File: src/rtl/rtc_pkg.sv
package rtc_pkg;
  typedef logic [7:0] bcd8_t;

  localparam int unsigned REG_AW = 4;

  localparam logic [REG_AW-1:0] A_SEC  = 4'd0;
  localparam logic [REG_AW-1:0] A_MIN  = 4'd1;
  localparam logic [REG_AW-1:0] A_HOUR = 4'd2;
  localparam logic [REG_AW-1:0] A_DATE = 4'd3;
  localparam logic [REG_AW-1:0] A_MON  = 4'd4;
  localparam logic [REG_AW-1:0] A_WDAY = 4'd5;
  localparam logic [REG_AW-1:0] A_YEAR = 4'd6;
  localparam logic [REG_AW-1:0] A_CTRL = 4'd7;
  localparam logic [REG_AW-1:0] A_CENT = 4'd8;

  localparam int unsigned LOCK_BIT = 7;

  typedef struct packed {
    bcd8_t sec;
    bcd8_t min;
    bcd8_t hour;
    bcd8_t date;
    bcd8_t mon;
    bcd8_t wday;
    bcd8_t year;
    bcd8_t ctrl;
    bcd8_t cent;
  } rtc_regs_t;

  localparam rtc_regs_t REGS_RST = '{
    sec: 8'h00, min: 8'h00, hour: 8'h00, date: 8'h01, mon: 8'h01,
    wday: 8'h01, year: 8'h00, ctrl: 8'h00, cent: 8'h20};

  // Next packed-BCD value, 99 wraps to 00.
  function automatic bcd8_t bcd_inc(input bcd8_t v);
    bcd8_t r;
    if (v[3:0] == 4'd9) begin
      if (v[7:4] == 4'd9) r = 8'h00;
      else                r = {v[7:4] + 4'd1, 4'd0};
    end else begin
      r = {v[7:4], v[3:0] + 4'd1};
    end
    return r;
  endfunction

  function automatic logic is_leap(input bcd8_t y);
    logic [6:0] b;
    b = ({3'd0, y[7:4]} * 7'd10) + {3'd0, y[3:0]};
    return (b[1:0] == 2'b00);
  endfunction

  // Last day of a month as BCD.
  function automatic bcd8_t month_days(input bcd8_t m, input bcd8_t y);
    bcd8_t d;
    case (m)
      8'h02:                      d = is_leap(y) ? 8'h29 : 8'h28;
      8'h04, 8'h06, 8'h09, 8'h11: d = 8'h30;
      default:                    d = 8'h31;
    endcase
    return d;
  endfunction
endpackage

File: src/rtl/rtc_prescaler.sv
module rtc_prescaler #(
  parameter int unsigned PRESCALE_W = 15
) (
  input  logic clk,
  input  logic rst,
  input  logic en,
  input  logic clr,
  output logic tick
);
  logic [PRESCALE_W-1:0] cnt;

  always_ff @(posedge clk) begin
    if (rst) begin
      cnt  <= '0;
      tick <= 1'b0;
    end else if (clr) begin
      cnt  <= '0;
      tick <= 1'b0;
    end else begin
      tick <= en && (&cnt);
      if (en) cnt <= cnt + 1'b1;
    end
  end

  AST_CLR_RESTARTS: assert property (@(posedge clk) disable iff (rst)
    clr |=> (cnt == '0) && !tick) else $error("prescaler not cleared");
  AST_TICK_NEEDS_EN: assert property (@(posedge clk) disable iff (rst)
    tick |-> $past(en)) else $error("tick without enable");
endmodule

File: src/rtl/rtc_reg_port.sv
module rtc_reg_port
  import rtc_pkg::*;
(
  input  logic              clk,
  input  logic              rst,
  input  logic              wr_en,
  input  logic [REG_AW-1:0] wr_addr,
  input  logic [REG_AW-1:0] rd_addr,
  input  rtc_regs_t         regs,
  output logic              wr_acc,
  output logic              sec_clr,
  output logic [7:0]        rd_data
);
  logic mapped;
  logic locked;

  always_comb begin
    mapped  = (wr_addr <= A_CENT);
    locked  = regs.ctrl[LOCK_BIT] && (wr_addr != A_CTRL);
    wr_acc  = wr_en && mapped && !locked;
    sec_clr = wr_acc && (wr_addr == A_SEC);
  end

  always_ff @(posedge clk) begin
    if (rst) begin
      rd_data <= 8'h00;
    end else begin
      case (rd_addr)
        A_SEC:   rd_data <= regs.sec;
        A_MIN:   rd_data <= regs.min;
        A_HOUR:  rd_data <= regs.hour;
        A_DATE:  rd_data <= regs.date;
        A_MON:   rd_data <= regs.mon;
        A_WDAY:  rd_data <= regs.wday;
        A_YEAR:  rd_data <= regs.year;
        A_CTRL:  rd_data <= regs.ctrl;
        A_CENT:  rd_data <= regs.cent;
        default: rd_data <= 8'h00;
      endcase
    end
  end
endmodule

File: src/rtl/rtc_calendar_chain.sv
module rtc_calendar_chain
  import rtc_pkg::*;
(
  input  logic              clk,
  input  logic              rst,
  input  logic              tick,
  input  logic              wr_acc,
  input  logic [REG_AW-1:0] wr_addr,
  input  logic [7:0]        wr_data,
  output rtc_regs_t         regs
);
  logic  adv, c_min, c_hour, c_day, c_mon, c_year, c_cent;
  bcd8_t last_day;

  always_comb begin
    last_day = month_days(regs.mon, regs.year);
    adv      = tick && !wr_acc;
    c_min    = adv    && (regs.sec  == 8'h59);
    c_hour   = c_min  && (regs.min  == 8'h59);
    c_day    = c_hour && (regs.hour == 8'h23);
    c_mon    = c_day  && (regs.date == last_day);
    c_year   = c_mon  && (regs.mon  == 8'h12);
    c_cent   = c_year && (regs.year == 8'h99);
  end

  always_ff @(posedge clk) begin
    if (rst) begin
      regs <= REGS_RST;
    end else if (wr_acc) begin
      case (wr_addr)
        A_SEC:   regs.sec  <= wr_data;
        A_MIN:   regs.min  <= wr_data;
        A_HOUR:  regs.hour <= wr_data;
        A_DATE:  regs.date <= wr_data;
        A_MON:   regs.mon  <= wr_data;
        A_WDAY:  regs.wday <= wr_data;
        A_YEAR:  regs.year <= wr_data;
        A_CTRL:  regs.ctrl <= wr_data;
        A_CENT:  regs.cent <= wr_data;
        default: ;
      endcase
    end else begin
      if (adv)    regs.sec  <= (regs.sec  == 8'h59) ? 8'h00 : bcd_inc(regs.sec);
      if (c_min)  regs.min  <= (regs.min  == 8'h59) ? 8'h00 : bcd_inc(regs.min);
      if (c_hour) regs.hour <= (regs.hour == 8'h23) ? 8'h00 : bcd_inc(regs.hour);
      if (c_day) begin
        regs.date <= (regs.date == last_day) ? 8'h01 : bcd_inc(regs.date);
        regs.wday <= (regs.wday == 8'h07) ? 8'h01 : regs.wday + 8'h01;
      end
      if (c_mon)  regs.mon  <= (regs.mon  == 8'h12) ? 8'h01 : bcd_inc(regs.mon);
      if (c_year) regs.year <= bcd_inc(regs.year);
      if (c_cent) regs.cent <= bcd_inc(regs.cent);
    end
  end

  AST_SEC_BCD: assert property (@(posedge clk) disable iff (rst)
    $past(tick && !wr_acc) |-> (regs.sec <= 8'h59) && (regs.sec[3:0] <= 4'd9))
    else $error("seconds out of range");
  AST_SEC_STEP: assert property (@(posedge clk) disable iff (rst)
    (tick && !wr_acc) |=> regs.sec != $past(regs.sec)) else $error("tick lost");
  AST_DATE_FITS: assert property (@(posedge clk) disable iff (rst)
    (tick && !wr_acc) |=> (regs.date >= 8'h01) &&
      (regs.date <= month_days(regs.mon, regs.year))) else $error("date overflow");
  AST_WRITE_WINS: assert property (@(posedge clk) disable iff (rst)
    (tick && wr_acc && wr_addr == A_MIN) |=>
      (regs.min == $past(wr_data)) && $stable(regs.sec)) else $error("tick beat write");
endmodule

File: src/rtl/rtc_calendar_top.sv
module rtc_calendar_top
  import rtc_pkg::*;
#(
  parameter int unsigned PRESCALE_W = 15
) (
  input  logic              clk,
  input  logic              rst,
  input  logic              tb_en,
  input  logic              wr_en,
  input  logic [REG_AW-1:0] wr_addr,
  input  logic [7:0]        wr_data,
  input  logic [REG_AW-1:0] rd_addr,
  output logic [7:0]        rd_data,
  output logic              sec_tick
);
  rtc_regs_t regs;
  logic      wr_acc;
  logic      sec_clr;

  rtc_prescaler #(.PRESCALE_W(PRESCALE_W)) u_pre (
    .clk(clk), .rst(rst), .en(tb_en), .clr(sec_clr), .tick(sec_tick));

  rtc_reg_port u_port (
    .clk(clk), .rst(rst), .wr_en(wr_en), .wr_addr(wr_addr), .rd_addr(rd_addr),
    .regs(regs), .wr_acc(wr_acc), .sec_clr(sec_clr), .rd_data(rd_data));

  rtc_calendar_chain u_chain (
    .clk(clk), .rst(rst), .tick(sec_tick), .wr_acc(wr_acc),
    .wr_addr(wr_addr), .wr_data(wr_data), .regs(regs));

  AST_LOCK_HOLDS: assert property (@(posedge clk) disable iff (rst)
    (wr_en && regs.ctrl[LOCK_BIT] && wr_addr == A_YEAR && !sec_tick) |=>
      regs.year == $past(regs.year)) else $error("locked write landed");
endmodule

File: config.mk
export PLATFORM = sky130hd
export DESIGN_NAME = rtc_calendar_top
export DESIGN_NICKNAME = d
export VERILOG_FILES = /design/src/rtl/rtc_pkg.sv /design/src/rtl/rtc_prescaler.sv /design/src/rtl/rtc_reg_port.sv /design/src/rtl/rtc_calendar_chain.sv /design/src/rtl/rtc_calendar_top.sv
export SDC_FILE = /design/constraint.sdc
export NUM_CORES = 1
export LEC_CHECK = 0
export CAP_MARGIN = 10
export CORE_AREA = 5 5 117 119
export DETAILED_ROUTE_END_ITERATION = 7
export DIE_AREA = 0 0 122 124
export MAX_ROUTING_LAYER = met4
export PLACE_DENSITY = 0.64
export SLEW_MARGIN = 20
export SYNTH_ARGS = -nofsm -noshare
export SYNTH_HDL_FRONTEND = slang
export SYNTH_SLANG_ARGS = --single-unit
File: constraint.sdc
create_clock -name clk -period 3.6 [get_ports clk]
set_input_delay 0.36 -clock clk [delete_from_list [all_inputs] [get_ports clk]]
set_output_delay 0.36 -clock clk [all_outputs]
set_load 0.03 [all_outputs]
==> results of run 1 <==
==> power by group through the flow <==
stage	logic, µW	clock network [µW]	registers (µW)
2_1_floorplan	144	0	1120
3_3_place_gp	228	0	1120
3_5_place_dp	233	0	1120
4_1_cts	234	1020	1100
5_1_grt	256	1070	1100
6_report	237	1010	1100
==> per-layer routing <==
metal  up-vias  GRT usage [%]
met4         0          12.82
met2       275          40.23
li1       2836              -
met3        39          3.361
met5         -              -
met1      2876          33.62
==> sequential cells by signal, summed over array words and instances (netlist names) <==
register,count
u_chain.regs,72
u_port.rd_data,8
u_pre.cnt,15
u_pre.tick,1
==> worst paths after layout <==
check | start | to | slack (ps) | cells past startpoint
max | u_chain.regs[56]$_SDFFE_PP0P_ | u_chain.regs[7]$_SDFFE_PP0P_ | 230 | 8
max reg2reg | u_chain.regs[56]$_SDFFE_PP0P_ | u_chain.regs[7]$_SDFFE_PP0P_ | 230 | 8
min | rst | u_chain.regs[48]$_SDFFE_PP0P_ | 450 | 2
min reg2reg | u_chain.regs[11]$_SDFFE_PP0P_ | u_chain.regs[11]$_SDFFE_PP0P_ | 460 | 2
==> layout make-up <==
cell class,instances,area share (%)
sequential,96,28.00
multi-input combinational,597,56.48
clock buffer,10,3.482
inverter,31,1.696
clock inverter,6,1.003
timing repair buffer,48,6.199
tap,172,3.136
==> per-stage QoR <==
| stage | instances | setup WS [ps] |
|---|---|---|
| after CTS | 960 | 257.6 |
| after floorplan | 769 | 725.0 |
| after global routing | 960 | 145.1 |
| after global placement | 944 | 72.66 |
| after detailed placement | 944 | -26.06 |
| final | 960 | 232.2 |
==> synthesized netlist by cell type, types with 5 or more instances <==
master and instances:
sky130_fd_sc_hd__a211oi_1 9, sky130_fd_sc_hd__a21oi_1 38, sky130_fd_sc_hd__a22oi_1 15, sky130_fd_sc_hd__a31oi_1 9, sky130_fd_sc_hd__and2_1 10, sky130_fd_sc_hd__and3_1 15
sky130_fd_sc_hd__buf_1 5, sky130_fd_sc_hd__clkbuf_1 38, sky130_fd_sc_hd__dfxtp_1 96, sky130_fd_sc_hd__ha_1 23, sky130_fd_sc_hd__inv_1 30, sky130_fd_sc_hd__mux2i_1 31
sky130_fd_sc_hd__nand2_1 66, sky130_fd_sc_hd__nand2b_1 13, sky130_fd_sc_hd__nand3_1 39, sky130_fd_sc_hd__nand3b_1 10, sky130_fd_sc_hd__nand4_1 12, sky130_fd_sc_hd__nor2_1 83
sky130_fd_sc_hd__nor2b_1 6, sky130_fd_sc_hd__nor3_1 8, sky130_fd_sc_hd__nor3b_1 7, sky130_fd_sc_hd__o211a_1 11, sky130_fd_sc_hd__o211ai_1 19, sky130_fd_sc_hd__o21ai_0 55
sky130_fd_sc_hd__o31ai_1 15, sky130_fd_sc_hd__or2_2 5, sky130_fd_sc_hd__or3_1 7, sky130_fd_sc_hd__xor2_1 13
==> cells by family (layout without fill, tap and decap cells) <==
logic type,Yosys count,in the layout,synth area share (%)
XOR/XNOR,17,17,2.447
AO/OA/AOI/OAI,218,218,24.41
buffers and inverters,76,95,4.935
multiplexers,37,37,6.765
AND/OR/NAND/NOR,302,302,25.13
adder cells (fa/ha/maj),23,23,4.730
flip-flops,96,96,31.59
==> worst reg2reg max path, cell delays in order (launching register included) <==
cell	delay (ps)
sky130_fd_sc_hd__dfxtp_1	450
sky130_fd_sc_hd__ha_1	180
sky130_fd_sc_hd__and3b_1	300
sky130_fd_sc_hd__nand4_1	200
sky130_fd_sc_hd__or4_4	590
sky130_fd_sc_hd__or4_1	710
sky130_fd_sc_hd__o31ai_4	480
sky130_fd_sc_hd__mux2i_1	260
sky130_fd_sc_hd__o21ai_1	80
==> tab_implementation.tex, run 1 <==
\begin{tabular}{lr}
\hline
Metric & Value \\
\hline
\multicolumn{2}{l}{\textbf{Final layout}} \\
Sequential cell area in the final layout & 1922 µm² \\
Filler Cells Inserted & 1203 \\
Share of post-route cells with drive strength above 1 & 7.487\% \\
P\&R area growth vs syn & 12.79\% \\
Layout net count & 826 \\
Most common cell after layout, fill and taps aside & sky130\_fd\_sc\_hd\_\_dfxtp\_1 \\
Commonest cells after routing, fill and taps aside & sky130\_fd\_sc\_hd\_\_dfxtp\_1, sky130\_fd\_sc\_hd\_\_nor2\_1, sky130\_fd\_sc\_hd\_\_nand2\_1 \\
Combined area of the multi-input logic cells & 3876 µm² \\
Final instance area & 6863 µm² \\
Fin util & 55.05\% \\
Diodes inserted & 0 \\
\multicolumn{2}{l}{\textbf{Setup path}} \\
Worst setup path class & register to register \\
Crit-path slowest cell & sky130\_fd\_sc\_hd\_\_or4\_1 \\
Longest individual stage delay on the worst path & 710 ps \\
Bufs and invs on worst path & 0 \\
Critical path launch point type & register \\
Critical path required time & 3840 ps \\
Crit end category & register \\
Critical Path Fanout Max & 7 \\
Family with the most delay on the worst path & simple AND/OR/NAND/NOR gates \\
Arrival time reported for the critical path endpoint & 3610 ps \\
Worst path cell trace & ha\_1, and3b\_1, nand4\_1, or4\_4, or4\_1, o31ai\_4, mux2i\_1, o21ai\_1 \\
\multicolumn{2}{l}{\textbf{STA}} \\
Sum of negative setup slack & 0 ps \\
Final count of hold timing violations & 0 \\
Worst Clk Skew & 8.007 ps \\
Headroom to the max-slew limit & 42.99\% \\
Maximum achievable frequency & 296.9 MHz \\
Final worst-path cycle share & 93.55\% \\
Max Transition Viols Final & 0 \\
Hold Worst Slack & 448.0 ps \\
Actual slew at the worst max-slew pin & 855.2 ps \\
Setup repair after global routing missed its margin & false \\
Minimum clock period & 3368 ps \\
Number of setup violations in the final report & 0 \\
\multicolumn{2}{l}{\textbf{Synthesis}} \\
Post-synth cell types & 66 \\
Count of flip-flops with a built-in enable after synthesis & 0 \\
Predominant post-synthesis flop cell & sky130\_fd\_sc\_hd\_\_dfxtp\_1 \\
Number of nets in the synthesized netlist & 812 \\
Area leader, netlist & sky130\_fd\_sc\_hd\_\_dfxtp\_1 \\
Syn\_area\_per\_cell & 7.912 µm² \\
Mapped Area & 6085 µm² \\
Synthesis-stage register bit count & 96 \\
Biggest area contributors in the synthesized netlist & sky130\_fd\_sc\_hd\_\_dfxtp\_1, sky130\_fd\_sc\_hd\_\_nor2\_1, sky130\_fd\_sc\_hd\_\_mux2i\_1, sky130\_fd\_sc\_hd\_\_ha\_1, sky130\_fd\_sc\_hd\_\_o21ai\_0 \\
Sequential-to-total area share from yosys stat & 31.59\% \\
Gate count after technology mapping & 769 \\
Area share of the largest cell type after synthesis & 31.59\% \\
YS warnings & 0 \\
Share of flip-flops with an asynchronous set or reset & 0\% \\
\multicolumn{2}{l}{\textbf{Power}} \\
Sw Ratio & 26.51\% \\
Overall Power & 2344 µW \\
IR Drop Worst-Case VDD & 345.5 µV \\
Cell Pwr Density & 341.6 nW/µm² \\
Sequential fraction of design power & 46.9\% \\
Clock network power share & 43.0\% \\
Sw power & 621.3 µW \\
Internal power summed over all cells & 1723 µW \\
Share of total power in combinational logic & 10.1\% \\
Leakage Power & 0.002553 µW \\
\multicolumn{2}{l}{\textbf{Global route}} \\
Maximum number of pins on one net before global-route repair & 33 \\
Aggregate global-route resource usage & 25.96\% \\
First-pass GRT wire length & 29320 µm \\
Number of global-route vias before repair & 5514 \\
Overflow after GRT & 0 \\
Number of antenna violations at the first check in global routing & 0 \\
\multicolumn{2}{l}{\textbf{Clock tree}} \\
CTS tree & done \\
Clock tree root buffer cell & sky130\_fd\_sc\_hd\_\_clkbuf\_16 \\
Num CTS Buffers & 9 \\
Number of gates resized after cts & 0 \\
H-tree levels & 3 \\
Buffers from clock root to sink, at most & 2 \\
Postcts setup bufs & 0 \\
Sinks on the clock net & 96 \\
Hold buffers post-CTS & 0 \\
Skew-Pair Late Insertion Delay & 360 ps \\
Clock slew seen by the registers of the worst setup and hold paths & 70 ps \\
\multicolumn{2}{l}{\textbf{Detailed routing}} \\
Total wire length after detailed routing & 18730 µm \\
Number of violations reported at the end of detailed-routing iteration 0 & 607 \\
Detailed-routed wire length on met2 & 8657 µm \\
ANT nets after route & 0 \\
Number of vias per cell after detailed routing & 6.277 \\
Total DRC errors in the routed layout & 0 \\
Top layer used by detailed routing & met4 \\
Wire length per cell & 19.51 µm \\
First-pass detailed-route iteration total & 5 \\
Routed met1 length & 8058 µm \\
Total vias in the final route & 6026 \\
Routed wire length on met3 & 1377 µm \\
\multicolumn{2}{l}{\textbf{Floorplanning}} \\
Ports placed on the boundary & 29 \\
Overall die area & 15130 µm² \\
Die outline width & 122 µm \\
Effective utilization at floorplan & 48.81\% \\
Die height & 124 µm \\
Floorplan row count & 41 \\
Core area & 12470 µm² \\
\multicolumn{2}{l}{\textbf{Job}} \\
Max-cap violations & 0 \\
\multicolumn{2}{l}{\textbf{Min path}} \\
Worst min-delay path class & input port to register \\
\multicolumn{2}{l}{\textbf{Outcome}} \\
Outcome & completed \\
\multicolumn{2}{l}{\textbf{Place}} \\
GP Congestion & 0.9816 \\
Half-perimeter wire length of the detailed placement result & 13860 µm \\
Area post-placement & 6555 µm² \\
Quantity of I/O buffers inserted on ports & 28 \\
\hline
\end{tabular}
Power figures use the tool's default switching activity.
==> run 2: changes to the inputs <==
--- a/config.mk
+++ b/config.mk
@@ -5,12 +5,12 @@
 export SDC_FILE = /design/constraint.sdc
 export NUM_CORES = 1
 export LEC_CHECK = 0
-export CAP_MARGIN = 10
 export CORE_AREA = 5 5 117 119
 export DETAILED_ROUTE_END_ITERATION = 7
 export DIE_AREA = 0 0 122 124
 export MAX_ROUTING_LAYER = met4
 export PLACE_DENSITY = 0.64
+export REMOVE_ABC_BUFFERS = 1
 export SLEW_MARGIN = 20
 export SYNTH_ARGS = -nofsm -noshare
 export SYNTH_HDL_FRONTEND = slang
==> run 2 against run 1 <==
  * Power is 1.5% lower
  * Critical path depth unchanged
  * Sequential share of layout area is 0.11 points higher
  * Sequential power hardly changed
  * Clock power hardly changed
  * Register-to-register slack improved by 40 ps
  * Clock-buffer cell count stayed put
  * Worst hold slack worse by 13 ps
  * Global-route usage shrank 0.21 points
  * Highest routed layer unchanged
==> tab_implementation.tex, run 2 (synthesis gave the netlist of run 1 again) <==
\begin{tabular}{lr}
\hline
Metric & Value \\
\hline
\multicolumn{2}{l}{\textbf{STA}} \\
Max Transition Viols Final & 0 \\
Number of setup violations in the final report & 0 \\
Setup repair after global routing missed its margin & false \\
Hold Worst Slack & 434.9 ps \\
Final count of hold timing violations & 0 \\
Final worst-path cycle share & 92.51\% \\
Headroom to the max-slew limit & 49.73\% \\
Worst Clk Skew & 6.473 ps \\
Final Worst Setup Slack & 269.7 ps \\
Minimum clock period & 3330 ps \\
Maximum achievable frequency & 300.3 MHz \\
Actual slew at the worst max-slew pin & 754.1 ps \\
\multicolumn{2}{l}{\textbf{Setup path}} \\
Crit end category & register \\
Worst path cell trace & ha\_1, and3b\_1, nand4\_1, or4\_4, or4\_1, o31ai\_4, mux2i\_1, o21ai\_1 \\
Arrival time reported for the critical path endpoint & 3550 ps \\
Critical path required time & 3820 ps \\
Critical path launch point type & register \\
Longest individual stage delay on the worst path & 750 ps \\
Critical Path Fanout Max & 7 \\
Crit-path slowest cell & sky130\_fd\_sc\_hd\_\_or4\_1 \\
Worst setup path class & register to register \\
\multicolumn{2}{l}{\textbf{Detailed routing}} \\
Total vias in the final route & 5928 \\
Wire length per cell & 19.07 µm \\
Total DRC errors in the routed layout & 0 \\
First-pass detailed-route iteration total & 5 \\
Number of violations reported at the end of detailed-routing iteration 0 & 624 \\
ANT nets after route & 0 \\
Total wire length after detailed routing & 18270 µm \\
Number of vias per cell after detailed routing & 6.188 \\
\multicolumn{2}{l}{\textbf{Global route}} \\
Number of global-route vias before repair & 5603 \\
Aggregate global-route resource usage & 25.75\% \\
Overflow after GRT & 0 \\
First-pass GRT wire length & 29170 µm \\
Maximum number of pins on one net before global-route repair & 66 \\
Number of antenna violations at the first check in global routing & 0 \\
\multicolumn{2}{l}{\textbf{Final layout}} \\
Leading registers by flop count & u\_chain.regs: 72 flops, u\_pre.cnt: 15 flops, u\_port.rd\_data: 8 flops \\
P\&R area growth vs syn & 12.34\% \\
Fin util & 54.83\% \\
Register name with the most flops & u\_chain.regs \\
Commonest cells after routing, fill and taps aside & sky130\_fd\_sc\_hd\_\_dfxtp\_1, sky130\_fd\_sc\_hd\_\_nor2\_1, sky130\_fd\_sc\_hd\_\_nand2\_1 \\
Most common cell after layout, fill and taps aside & sky130\_fd\_sc\_hd\_\_dfxtp\_1 \\
Diodes inserted & 0 \\
Flip-flop count of the largest register, all copies and words added & 72 \\
Share of post-route cells with drive strength above 1 & 7.252\% \\
Layout net count & 824 \\
\multicolumn{2}{l}{\textbf{Floorplanning}} \\
Die height & 124 µm \\
Effective utilization at floorplan & 48.81\% \\
Ports placed on the boundary & 29 \\
Floorplan row count & 41 \\
Core area & 12470 µm² \\
Overall die area & 15130 µm² \\
Die outline width & 122 µm \\
\multicolumn{2}{l}{\textbf{Min path}} \\
Worst min-delay path class & input port to register \\
\multicolumn{2}{l}{\textbf{Outcome}} \\
Outcome & completed \\
\multicolumn{2}{l}{\textbf{Place}} \\
GP Congestion & 0.9315 \\
Quantity of I/O buffers inserted on ports & 28 \\
Half-perimeter wire length of the detailed placement result & 13200 µm \\
Post-place setup slack & -120.9 ps \\
\multicolumn{2}{l}{\textbf{Clock tree}} \\
Sinks on the clock net & 96 \\
Postcts setup bufs & 0 \\
Clock slew seen by the registers of the worst setup and hold paths & 70 ps \\
Clock tree root buffer cell & sky130\_fd\_sc\_hd\_\_clkbuf\_16 \\
Skew-Pair Late Insertion Delay & 360 ps \\
Number of gates resized after cts & 0 \\
Hold buffers post-CTS & 0 \\
H-tree levels & 3 \\
Buffers from clock root to sink, at most & 2 \\
CTS tree & done \\
Num CTS Buffers & 9 \\
\multicolumn{2}{l}{\textbf{Job}} \\
Max-cap violations & 0 \\
\multicolumn{2}{l}{\textbf{Power}} \\
Cell Pwr Density & 337.8 nW/µm² \\
Leakage Power & 0.002537 µW \\
IR Drop Worst-Case VDD & 376.1 µV \\
Overall Power & 2309 µW \\
\hline
\end{tabular}
[run 2: cell type report]
class	instances	area, µm²
Fill cell	1161	5630
Multi-Input combinational cell	597	3876
Sequential cell	96	1922
Timing Repair Buffer	46	410.4
Clock buffer	10	239.0
Tap cell	172	215.2
Inverter	31	116.4
Clock inverter	6	56.30
[run 2: metal layers]
layer	track usage, %	wire length [µm]	up-vias
met5	-	0	-
met4	12.89	684	0
met3	5.132	1316	46
met2	39.47	8312	255
met1	32.52	7952	2789
li1	-	-	2838
[run 2: power breakdown]
group | internal [µW] | switching, µW | total (µW)
Combinational | 85.8 | 149 | 234
Clock | 505 | 471 | 976
Sequential | 1080 | 23.0 | 1100
[run 2: worst paths after layout]
check,startpoint,end,slack [ps],cells past startpoint
setup / recovery,u_chain.regs[68]$_SDFFE_PP0P_,u_chain.regs[6]$_SDFFE_PP0P_,270,8
hold / removal,rst,u_chain.regs[21]$_SDFFE_PP0P_,430,3
setup reg to reg,u_chain.regs[68]$_SDFFE_PP0P_,u_chain.regs[6]$_SDFFE_PP0P_,270,8
hold reg to reg,u_chain.regs[9]$_SDFFE_PP0P_,u_chain.regs[9]$_SDFFE_PP0P_,460,2
[run 2: worst max-delay path, delay by kind of cell, from the launching register on]
family          cells  cell delay [ps]
mux                 1              250
compound gates      2              550
flops               1              470
fa+ha+maj           1              210
simple gates        4             1710
[run 2: stage by stage]
| stage | TNS (ps) | instances | instance area, µm² |
|---|---|---|---|
| 3_5_place_dp | -693.9 | 942 | 6540 |
| 2_1_floorplan | 0 | 724 | 5901 |
| 4_1_cts | 0 | 958 | 6835 |
| 6_report | 0 | 958 | 6835 |
| 3_3_place_gp | -13.91 | 942 | 6540 |
| 5_1_grt | 0 | 958 | 6835 |
==> run 3: changes to the inputs <==
--- a/config.mk
+++ b/config.mk
@@ -5,11 +5,13 @@
 export SDC_FILE = /design/constraint.sdc
 export NUM_CORES = 1
 export LEC_CHECK = 0
-export CORE_AREA = 5 5 117 119
+export CELL_PAD_IN_SITES_DETAIL_PLACEMENT = 1
+export CELL_PAD_IN_SITES_GLOBAL_PLACEMENT = 1
+export CORE_AREA = 5 5 122 124
 export DETAILED_ROUTE_END_ITERATION = 7
-export DIE_AREA = 0 0 122 124
+export DIE_AREA = 0 0 127 129
 export MAX_ROUTING_LAYER = met4
-export PLACE_DENSITY = 0.64
+export PLACE_DENSITY = 0.76
 export REMOVE_ABC_BUFFERS = 1
 export SLEW_MARGIN = 20
 export SYNTH_ARGS = -nofsm -noshare
==> run 3 against run 2 <==
  * Worst setup slack got worse by 60 ps
  * Largest cell class unchanged
  * Final area rose by 0.79%
  * First-iteration DRC count fell by 5.3%
  * Highest routed layer unchanged
  * Clock skew rose by 2.2 ps
  * Die area rose by 8.3%
  * Critical path depth did not move
  * Combinational power rose by 5%
  * Via count rose by 2.9%
  * Non-clock buffer count rose by 1
  * Wire length rose by 17%
==> tab_implementation.tex, run 3 (synthesis gave the netlist of run 1 again) <==
\begin{tabular}{lr}
\hline
Metric & Value \\
\hline
\multicolumn{2}{l}{\textbf{Outcome}} \\
Outcome & completed \\
\multicolumn{2}{l}{\textbf{STA}} \\
Setup repair after global routing missed its margin & false \\
Final Worst Setup Slack & 209.8 ps \\
Headroom to the max-slew limit & 46.81\% \\
Maximum achievable frequency & 295.0 MHz \\
Max Transition Viols Final & 0 \\
Worst Clk Skew & 8.627 ps \\
Number of setup violations in the final report & 0 \\
Actual slew at the worst max-slew pin & 797.9 ps \\
Final count of hold timing violations & 0 \\
Minimum clock period & 3390 ps \\
Final worst-path cycle share & 94.17\% \\
\multicolumn{2}{l}{\textbf{Floorplanning}} \\
Core area & 13670 µm² \\
Floorplan row count & 43 \\
Overall die area & 16380 µm² \\
Ports placed on the boundary & 29 \\
Die outline width & 127 µm \\
Effective utilization at floorplan & 44.52\% \\
Die height & 129 µm \\
\multicolumn{2}{l}{\textbf{Place}} \\
Half-perimeter wire length of the detailed placement result & 15860 µm \\
GP Congestion & 0.9302 \\
Quantity of I/O buffers inserted on ports & 28 \\
Cell total after placement & 951 \\
Post-place setup slack & -57.28 ps \\
\multicolumn{2}{l}{\textbf{Global route}} \\
Number of antenna violations at the first check in global routing & 0 \\
Maximum number of pins on one net before global-route repair & 38 \\
Aggregate global-route resource usage & 27.67\% \\
Number of global-route vias before repair & 6280 \\
First-pass GRT wire length & 34550 µm \\
Overflow after GRT & 0 \\
\multicolumn{2}{l}{\textbf{Detailed routing}} \\
Wire length per cell & 22.10 µm \\
Total wire length after detailed routing & 21370 µm \\
Total DRC errors in the routed layout & 0 \\
ANT nets after route & 0 \\
Total vias in the final route & 6098 \\
First-pass detailed-route iteration total & 5 \\
Number of violations reported at the end of detailed-routing iteration 0 & 591 \\
Number of vias per cell after detailed routing & 6.306 \\
\multicolumn{2}{l}{\textbf{Clock tree}} \\
CTS tree & done \\
Buffers from clock root to sink, at most & 2 \\
H-tree levels & 3 \\
Clock tree root buffer cell & sky130\_fd\_sc\_hd\_\_clkbuf\_16 \\
Skew-Pair Late Insertion Delay & 360 ps \\
Clock slew seen by the registers of the worst setup and hold paths & 70 ps \\
Postcts setup bufs & 0 \\
Number of gates resized after cts & 0 \\
Sinks on the clock net & 96 \\
Hold buffers post-CTS & 0 \\
Num CTS Buffers & 9 \\
\multicolumn{2}{l}{\textbf{Setup path}} \\
Flop2flop setup slack & 210 ps \\
Critical path required time & 3840 ps \\
Worst setup path class & register to register \\
Critical Path Fanout Max & 7 \\
Critical path launch point type & register \\
Arrival time reported for the critical path endpoint & 3630 ps \\
Crit end category & register \\
\multicolumn{2}{l}{\textbf{Power}} \\
Overall Power & 2435 µW \\
Cell Pwr Density & 353.4 nW/µm² \\
Leakage Power & 0.002555 µW \\
IR Drop Worst-Case VDD & 238.3 µV \\
\multicolumn{2}{l}{\textbf{Final layout}} \\
Commonest cells after routing, fill and taps aside & sky130\_fd\_sc\_hd\_\_dfxtp\_1, sky130\_fd\_sc\_hd\_\_nor2\_1, sky130\_fd\_sc\_hd\_\_nand2\_1 \\
Share of post-route cells with drive strength above 1 & 7.370\% \\
Diodes inserted & 0 \\
Final Non-Filler Cells & 967 \\
Most common cell after layout, fill and taps aside & sky130\_fd\_sc\_hd\_\_dfxtp\_1 \\
P\&R area growth vs syn & 13.22\% \\
Layout net count & 825 \\
Register name with the most flops & u\_chain.regs \\
Flip-flop count of the largest register, all copies and words added & 72 \\
Leading registers by flop count & u\_chain.regs: 72 flops, u\_pre.cnt: 15 flops, u\_port.rd\_data: 8 flops \\
\multicolumn{2}{l}{\textbf{Job}} \\
Max-cap violations & 0 \\
\multicolumn{2}{l}{\textbf{Min path}} \\
Worst min-delay path class & register to register \\
\hline
\end{tabular}
[run 3: cell count changes in the layout (fill, tap and decap cells not counted)]
cell,change
sky130_fd_sc_hd__inv_6,-3
sky130_fd_sc_hd__bufinv_16,+2
sky130_fd_sc_hd__clkinv_4,+2
sky130_fd_sc_hd__inv_8,-2
sky130_fd_sc_hd__buf_4,+1
sky130_fd_sc_hd__clkinvlp_4,+1
[run 3: area by class of cell]
class	count	area [µm²]
Tap cell	180	225.2
Clock buffer	10	239.0
Timing Repair Buffer	47	417.9
Inverter	31	116.4
Multi-Input combinational cell	597	3876
Fill cell	1673	6777
Clock inverter	6	92.59
Sequential cell	96	1922
[run 3: per-stage QoR]
stage	setup TNS [ps]	area, µm²	util (%)	hold WS (ps)
CTS	0	6889	50.41	467.6
detailed placement	-338.3	6558	47.99	457.6
global route	0	6889	50.41	499.7
global placement	0	6558	47.99	450.4
finish	0	6889	50.41	469.6
floorplan	0	5901	-	426.8
[run 3: critical path, cell delays in order, from the launching register on]
cell	delay [ps]
sky130_fd_sc_hd__dfxtp_1	490
sky130_fd_sc_hd__ha_1	240
sky130_fd_sc_hd__and3b_1	270
sky130_fd_sc_hd__nand4_1	180
sky130_fd_sc_hd__or4_4	570
sky130_fd_sc_hd__or4_1	710
sky130_fd_sc_hd__o31ai_4	470
sky130_fd_sc_hd__mux2i_1	260
sky130_fd_sc_hd__nand2_1	80
[run 3: report_power, final]
part,switching (µW),leakage (µW),internal [µW],total (µW)
logic,159,0.00162,85.8,245
registers,24.6,0.000775,1080,1100
clock network,458,0.000155,631,1090
[run 3: layer usage]
metal,GRT usage [%],wire length (µm)
met4,9.968,586
met5,-,0
met1,36.58,9725
met2,43.93,10030
met3,3.155,1034
[run 3: worst paths after layout]
kind	from	endpoint	cells after the start
setup reg to reg	u_chain.regs[68]$_SDFFE_PP0P_	u_chain.regs[5]$_SDFFE_PP1P_	8
setup / recovery	u_chain.regs[68]$_SDFFE_PP0P_	u_chain.regs[5]$_SDFFE_PP1P_	8
hold reg to reg	u_chain.regs[14]$_SDFFE_PP0P_	u_chain.regs[14]$_SDFFE_PP0P_	2
hold / removal	u_chain.regs[14]$_SDFFE_PP0P_	u_chain.regs[14]$_SDFFE_PP0P_	2
